## src/rtl/wp_pkg.sv

```systemverilog
package wp_pkg;

    typedef enum logic [1:0] {
        OP_CTRL  = 2'b00,
        OP_LOAD  = 2'b01,
        OP_FETCH = 2'b10,
        OP_ERASE = 2'b11
    } wp_op_e;

    typedef struct packed {
        logic fetch;
        logic arm;
        logic load;
        logic erase;
        logic seal;
    } wp_cmd_t;

endpackage

```

## src/rtl/wp_cmd_decode.sv

```systemverilog
module wp_cmd_decode
    import wp_pkg::*;
#(
    parameter int ADDR_W = 6
) (
    input  logic              stb,
    input  logic              prot,
    input  logic              pe,
    input  logic [1:0]        op,
    input  logic [ADDR_W-1:0] addr,
    output wp_cmd_t           cmd
);
    localparam logic [ADDR_W-1:0] ALL_ONES  = '1;
    localparam logic [ADDR_W-1:0] ALL_ZEROS = '0;

    logic   hit;
    logic   mod_ok;
    wp_op_e opc;

    assign opc    = wp_op_e'(op);
    assign hit    = stb & prot;
    assign mod_ok = hit & pe;

    always_comb begin
        cmd       = '0;
        cmd.fetch = hit && (opc == OP_FETCH);
        cmd.load  = mod_ok && (opc == OP_LOAD);
        cmd.erase = mod_ok && (opc == OP_ERASE) && (addr == ALL_ONES);
        cmd.arm   = mod_ok && (opc == OP_CTRL) && (addr[ADDR_W-1 -: 2] == 2'b11);
        cmd.seal  = mod_ok && (opc == OP_CTRL) && (addr == ALL_ZEROS);
    end

endmodule

```

## src/rtl/wp_bound_cmp.sv

```systemverilog
module wp_bound_cmp #(
    parameter int ADDR_W = 6
) (
    input  logic              active,
    input  logic [ADDR_W-1:0] boundary,
    input  logic [ADDR_W-1:0] cand,
    output logic              allow
);
    logic below;

    assign below = (cand < boundary);
    assign allow = !active || below;

endmodule

```

## src/rtl/wp_boundary_guard.sv

```systemverilog
module wp_boundary_guard
    import wp_pkg::*;
#(
    parameter int ADDR_W = 6,
    parameter int RD_W   = 16
) (
    input  logic              clk,
    input  logic              rst_n,
    input  logic              cmd_stb,
    input  logic              cmd_prot,
    input  logic              cmd_pe,
    input  logic [1:0]        cmd_op,
    input  logic [ADDR_W-1:0] cmd_addr,
    input  logic [ADDR_W-1:0] cand_addr,
    output logic              wr_allow,
    output logic              rd_valid,
    output logic [RD_W-1:0]   rd_data
);
    localparam int PAD_W = RD_W - ADDR_W;

    typedef struct packed {
        logic [ADDR_W-1:0] boundary;
        logic              active;
        logic              armed;
        logic              sealed;
        logic              rd_valid;
        logic [RD_W-1:0]   rd_data;
    } state_t;

    state_t  st_d;
    state_t  st_q;
    wp_cmd_t cmd;
    logic    consume;

    logic [ADDR_W-1:0] bound_w;
    logic              active_w;
    logic              armed_w;
    logic              sealed_w;

    wp_cmd_decode #(.ADDR_W(ADDR_W)) u_dec (
        .stb  (cmd_stb),
        .prot (cmd_prot),
        .pe   (cmd_pe),
        .op   (cmd_op),
        .addr (cmd_addr),
        .cmd  (cmd)
    );

    assign consume = st_q.armed && (cmd.load || cmd.erase || cmd.seal);

    always_comb begin
        st_d          = st_q;
        st_d.rd_valid = 1'b0;
        if (cmd.fetch) begin
            st_d.rd_valid = 1'b1;
            st_d.rd_data  = {{PAD_W{1'b0}}, st_q.boundary};
        end
        if (cmd.arm) begin
            st_d.armed = 1'b1;
        end
        if (consume) begin
            st_d.armed = 1'b0;
            if (!st_q.sealed) begin
                if (cmd.load) begin
                    st_d.boundary = cmd_addr;
                    st_d.active   = 1'b1;
                end
                if (cmd.erase) begin
                    st_d.active = 1'b0;
                end
                if (cmd.seal) begin
                    st_d.sealed = 1'b1;
                end
            end
        end
    end

    always_ff @(posedge clk or negedge rst_n) begin
        if (!rst_n) begin
            st_q <= '0;
        end else begin
            st_q <= st_d;
        end
    end

    assign bound_w  = st_q.boundary;
    assign active_w = st_q.active;
    assign armed_w  = st_q.armed;
    assign sealed_w = st_q.sealed;

    wp_bound_cmp #(.ADDR_W(ADDR_W)) u_cmp (
        .active   (active_w),
        .boundary (bound_w),
        .cand     (cand_addr),
        .allow    (wr_allow)
    );

    assign rd_valid = st_q.rd_valid;
    assign rd_data  = st_q.rd_data;

endmodule

```

## config.mk

```make
export PLATFORM = sky130hd
export DESIGN_NAME = wp_boundary_guard
export DESIGN_NICKNAME = d
export VERILOG_FILES = /design/src/rtl/wp_pkg.sv /design/src/rtl/wp_cmd_decode.sv /design/src/rtl/wp_bound_cmp.sv /design/src/rtl/wp_boundary_guard.sv
export SDC_FILE = /design/constraint.sdc
export NUM_CORES = 1
export LEC_CHECK = 0
export BUFFER_PORTS_ARGS = -buffer_cell sky130_fd_sc_hd__clkbuf_2
export CAP_MARGIN = 25
export CORE_UTILIZATION = 50
export CTS_CLUSTER_DIAMETER = 80
export DETAILED_ROUTE_END_ITERATION = 12
export PLACE_DENSITY = 0.83
export SETUP_SLACK_MARGIN = 0.4
export SLEW_MARGIN = 20
export SYNTH_ARGS = -nofsm -noshare
export SYNTH_HDL_FRONTEND = slang
export SYNTH_HIERARCHICAL = 1
export SYNTH_SLANG_ARGS = --single-unit
```

## constraint.sdc

```tcl
create_clock -name clk -period 2.44 [get_ports clk]
set_clock_uncertainty 0.2 [all_clocks]
set_input_delay 0.488 -clock clk [delete_from_list [all_inputs] [get_ports clk]]
set_output_delay 0.488 -clock clk [all_outputs]
set_load 0.02 [all_outputs]
```

# [After elaboration in Yosys (flattened, before gate mapping)]
# Index checks and enable logic that the tools add are counted.
[totals] ff_bits=16 in_bits=19 out_inout_bits=18 wordCells=40
[op_classes] magnitude_cmp=1 n_eq_ne=5 muxes=7 n_bitwise=3 reduce_logical=18
[op_table] cell="2-to-1 mux 17 bit" count=1
[op_table] cell="logical AND 1 bit" count=8
[op_table] cell="2-to-1 mux 7 bit" count=1
[op_table] cell="== test 2 bit (second input constant)" count=3
[op_table] cell="== test 6 bit (second input constant)" count=1
[op_table] cell="logical NOT 6 bit" count=1
[op_table] cell="less-than comparator 6 bit" count=1
[op_table] cell="AND reduction 3 bit" count=2
[op_table] cell="2-to-1 mux 1 bit" count=4
[op_table] cell="nonzero test 2 bit" count=2
[op_table] cell="logical OR 1 bit" count=3
[op_table] cell="AND 1 bit" count=2
[op_table] cell="== test 2 x 1 -> 1 bit (second input constant)" count=1
[op_table] cell="logical NOT 2 bit" count=1
[op_table] cell="2-to-1 mux 2 bit" count=1
[op_table] cell="logical NOT 1 bit" count=1
[op_table] cell="inverter 1 bit" count=1

# [Depth between registers and ports, before layout]
[depth] ltp_word=8 depth_mapped=5 mapped_depth_nobuf=5

# [By module]
# Netlist, hierarchy kept.
[modules_own_cells] mod="wp_boundary_guard" n_inst=1 cells_each=48 area_each_um2=679.4 seq_area_each_um2=400.4
[modules_own_cells] mod="wp_bound_cmp" n_inst=1 cells_each=18 area_each_um2=126.4 seq_area_each_um2=0.0
[modules_own_cells] mod="wp_cmd_decode" n_inst=1 cells_each=14 area_each_um2=81.3 seq_area_each_um2=0.0

# [Worst setup path after synthesis]
# No wires, ideal clock.
[synth_timing] path_kind="in2out" start="in cand_addr[5]" end="out wr_allow" t_arrival_ns=1.232 t_required_ns=1.752 path_slack_ns=0.520 path_stages=4 path_buffers=0 path_cell_list="ha_1 -> a21oi_1 -> o211ai_1 -> nand3_1"
[synth_via] elab_chain_len=2
[synth_rtl] element="start: declaration" line="wp_boundary_guard.sv:14" source="input logic [ADDR_W-1:0] cand_addr,"
[synth_rtl] element="less-than comparator 6 bit" line="wp_bound_cmp.sv:11" source="assign below = (cand < boundary);"
[synth_rtl] element="logical OR 1 bit" line="wp_bound_cmp.sv:12" source="assign allow = !active || below;"
[synth_rtl] element="end: declaration" line="wp_boundary_guard.sv:15" source="output logic wr_allow,"
# No other way between the ends.

# [Final worst setup path]
[layout_timing] start="reg st_q, in the netlist bound_w[1]" end="out wr_allow"
[layout_via] elab_chain_len=2
[layout_rtl] element="start: declaration" line="wp_boundary_guard.sv:31" source="state_t st_q;"
[layout_rtl] element="start signal: assignment" line="wp_boundary_guard.sv:82" source="st_q <= st_d;"
[layout_rtl] element="less-than comparator 6 bit" line="wp_bound_cmp.sv:11"
[layout_rtl] element="logical OR 1 bit" line="wp_bound_cmp.sv:12"
# No other way between the ends.

==> flow_summary.json <==
{
  "arrival_ps": 1490,
  "worst_hold_slack_ps": 262,
  "ys_seq_elements": 16,
  "htree_levels": 1,
  "clock-sinks": 16,
  "grt-ovfl-total": 0,
  "fin_crit_sh_pct": 89.4,
  "grt_pass1_vias": 688,
  "syn_area_um2": 887,
  "grt_max_degree": 17,
  "critPathKind": "reg -> out",
  "synth.avg_cell_area_um2": 11.1,
  "p_leak_nw": 0.603,
  "critPathLaunch": "bound_w[1]",
  "synthDistinctLibCells": 21,
  "max-cap-violations": 0,
  "layout-drive-gt1-share_pct": 46.0,
  "yosysTopAreaCell": "dfrtp_1",
  "r2r_cells": 2,
  "dr_wl_met2_um": 785,
  "first_pass_iters": 6,
  "power_density_nw_per_um2": 470,
  "hold_depth": 2,
  "final-hold-violation-count": 0,
  "dp_worst_setup_slack_ps": 360,
  "drtAntennaViolNets": 0,
  "synth_top_area_share_pct": 45.1,
  "tns_ps": 0,
  "synthCells": 80,
  "core-area_um2": 1580,
  "area_growth_pct": 23.7,
  "design_area_um2": 1100,
  "timing.final.ws_setup_ps": 260,
  "final-max-slew-violation-count": 0,
  "cp-start-kind": "register",
  "crit_required_ps": 1750,
  "wl_met3_um": 68,
  "finalCriticalPeriod_ps": 2180,
  "vias": 655,
  "dp.cells": 121,
  "post_drt_wl_per_cell_um": 12.1,
  "io_buffers": 26,
  "die_w_um": 44.1,
  "drc": 0,
  "yosysWarningCount": 6,
  "die_y_um": 44.1,
  "grtUsageTotal_pct": 19.2,
  "cts_buffers": 3,
  "cts_tree": "yes",
  "die_area_um2": 1950,
  "cp_max_fo": 2,
  "drt_wl_total_um": 1560,
  "rows": 14,
  "timing.rr.start": "armed_w",
  "hold_class": "in -> reg",
  "place_area_um2": 998,
  "wl_met1_um": 691,
  "crit_path_end_kind": "primary output",
  "dr.first_iter.drc_count": 5,
  "final_core_util_pct": 69.6,
  "max_freq_ghz": 0.459,
  "vias_per_cell": 5.08,
  "cts.clk_slew.worst_paths_ps": 90,
  "ir_drop_mv": 0.351,
  "synth_common_cells": "dfrtp_1 (16), mux2_2 (13), buf_4 (10), inv_1 (8), nand2_1 (6)",
  "io_pins": 37,
  "grt_pass1_wl_um": 2740,
  "diodes": 0,
  "p_total_uw": 516,
  "root_buffer": "clkbuf_4",
  "synthFlopType": "dfrtp_1",
  "clock_path_buffers": 2,
  "setup_viol": 0,
  "synth.most_common_cell": "dfrtp_1",
  "outcome": "complete, no violations",
  "min_from": "cmd_addr[3]",
  "rsz0062_at_grt": "yes",
  "synth_edf_count": 0,
  "clk_latency_ps": 290,
  "stdcell_count": 129,
  "antenna_found_initial": 0,
  "gp_congestion": 0.777,
  "synthTopCellsByArea": "dfrtp_1 (45%), mux2_2 (17%), buf_4 (8.5%)",
  "dr.max_layer_used": "met4",
  "final_nets": 138,
  "synth-seq-area-share_pct": 45.1,
  "initial_core_util_pct": 56.3,
  "async_reset_ff_share_pct": 100,
  "dp_hpwl_um": 1270
}
final cells by class:
cell class	count	area, um^2
clock buffer	4	36.3
fill	143	479
inverter	8	30.0
multi-input combinational	54	432
sequential	16	400
tap	16	20.0
timing repair buffer	31	179
power by group:
part / internal [mW] / leakage, nW / switching [mW]
clock: 0.0910 / 0.0210 / 0.0835
sequential: 0.268 / 0.212 / 0.00402
combinational: 0.0283 / 0.370 / 0.0410
layout by cell type (no fill, tap or decap), drive strengths merged, types with 3 or more instances in the layout:
cell type,Yosys,final
buf,11,4
clkbuf,0,30
conb,1,10
dfrtp,16,16
ha,5,5
inv,8,8
mux2,13,13
nand2,6,6
nor2,3,3
path summary, 6_finish.rpt:
path | to | slack (ps)
max | wr_allow | 260
min | bound_w[3] | 260
max reg2reg | bound_w[0] | 1200
min reg2reg | sealed_w | 300
max in group asynchronous | rd_valid | 1330
min in group asynchronous | rd_data[5] | 440
what timing repair did:
item / 4_1_cts / 5_1_grt
resized for setup: 3 / 2
setup buffers: 2 / 1
hold buffers: 1 / 0
pin swaps: 4 / 2
endpoints found under the setup margin: 1 / 1
hold endpoints to repair: 16 / 0
state kept, by name (all words and copies together) (netlist names):
register / flops
active_w: 1
sealed_w: 1
armed_w: 1
rd_data: 6
bound_w: 6
rd_valid: 1
cells by family after synthesis:
group,Yosys count,share of synthesized area [%]
AND/OR/NAND/NOR,21,14.7
AO/OA/AOI/OAI,5,3.81
other,1,0.423
buffers and inverters,19,12.4
adder cells (fa/ha/maj),5,7.05
multiplexers,13,16.5
flip-flops,16,45.1
worst max-delay path: stages, from the launching register on:
cell	delay, ps
dfrtp_1	370
inv_1	50
ha_1	270
o211ai_1	180
o211ai_1	100
nand3_1	100
clkbuf_8	140
layer usage:
layer,vias up,track usage (%)
met4,0,8.48
met3,2,4.08
li1,324,-
met5,-,0
met2,25,33.5
met1,304,22.4
Power figures use the tool's default switching activity.
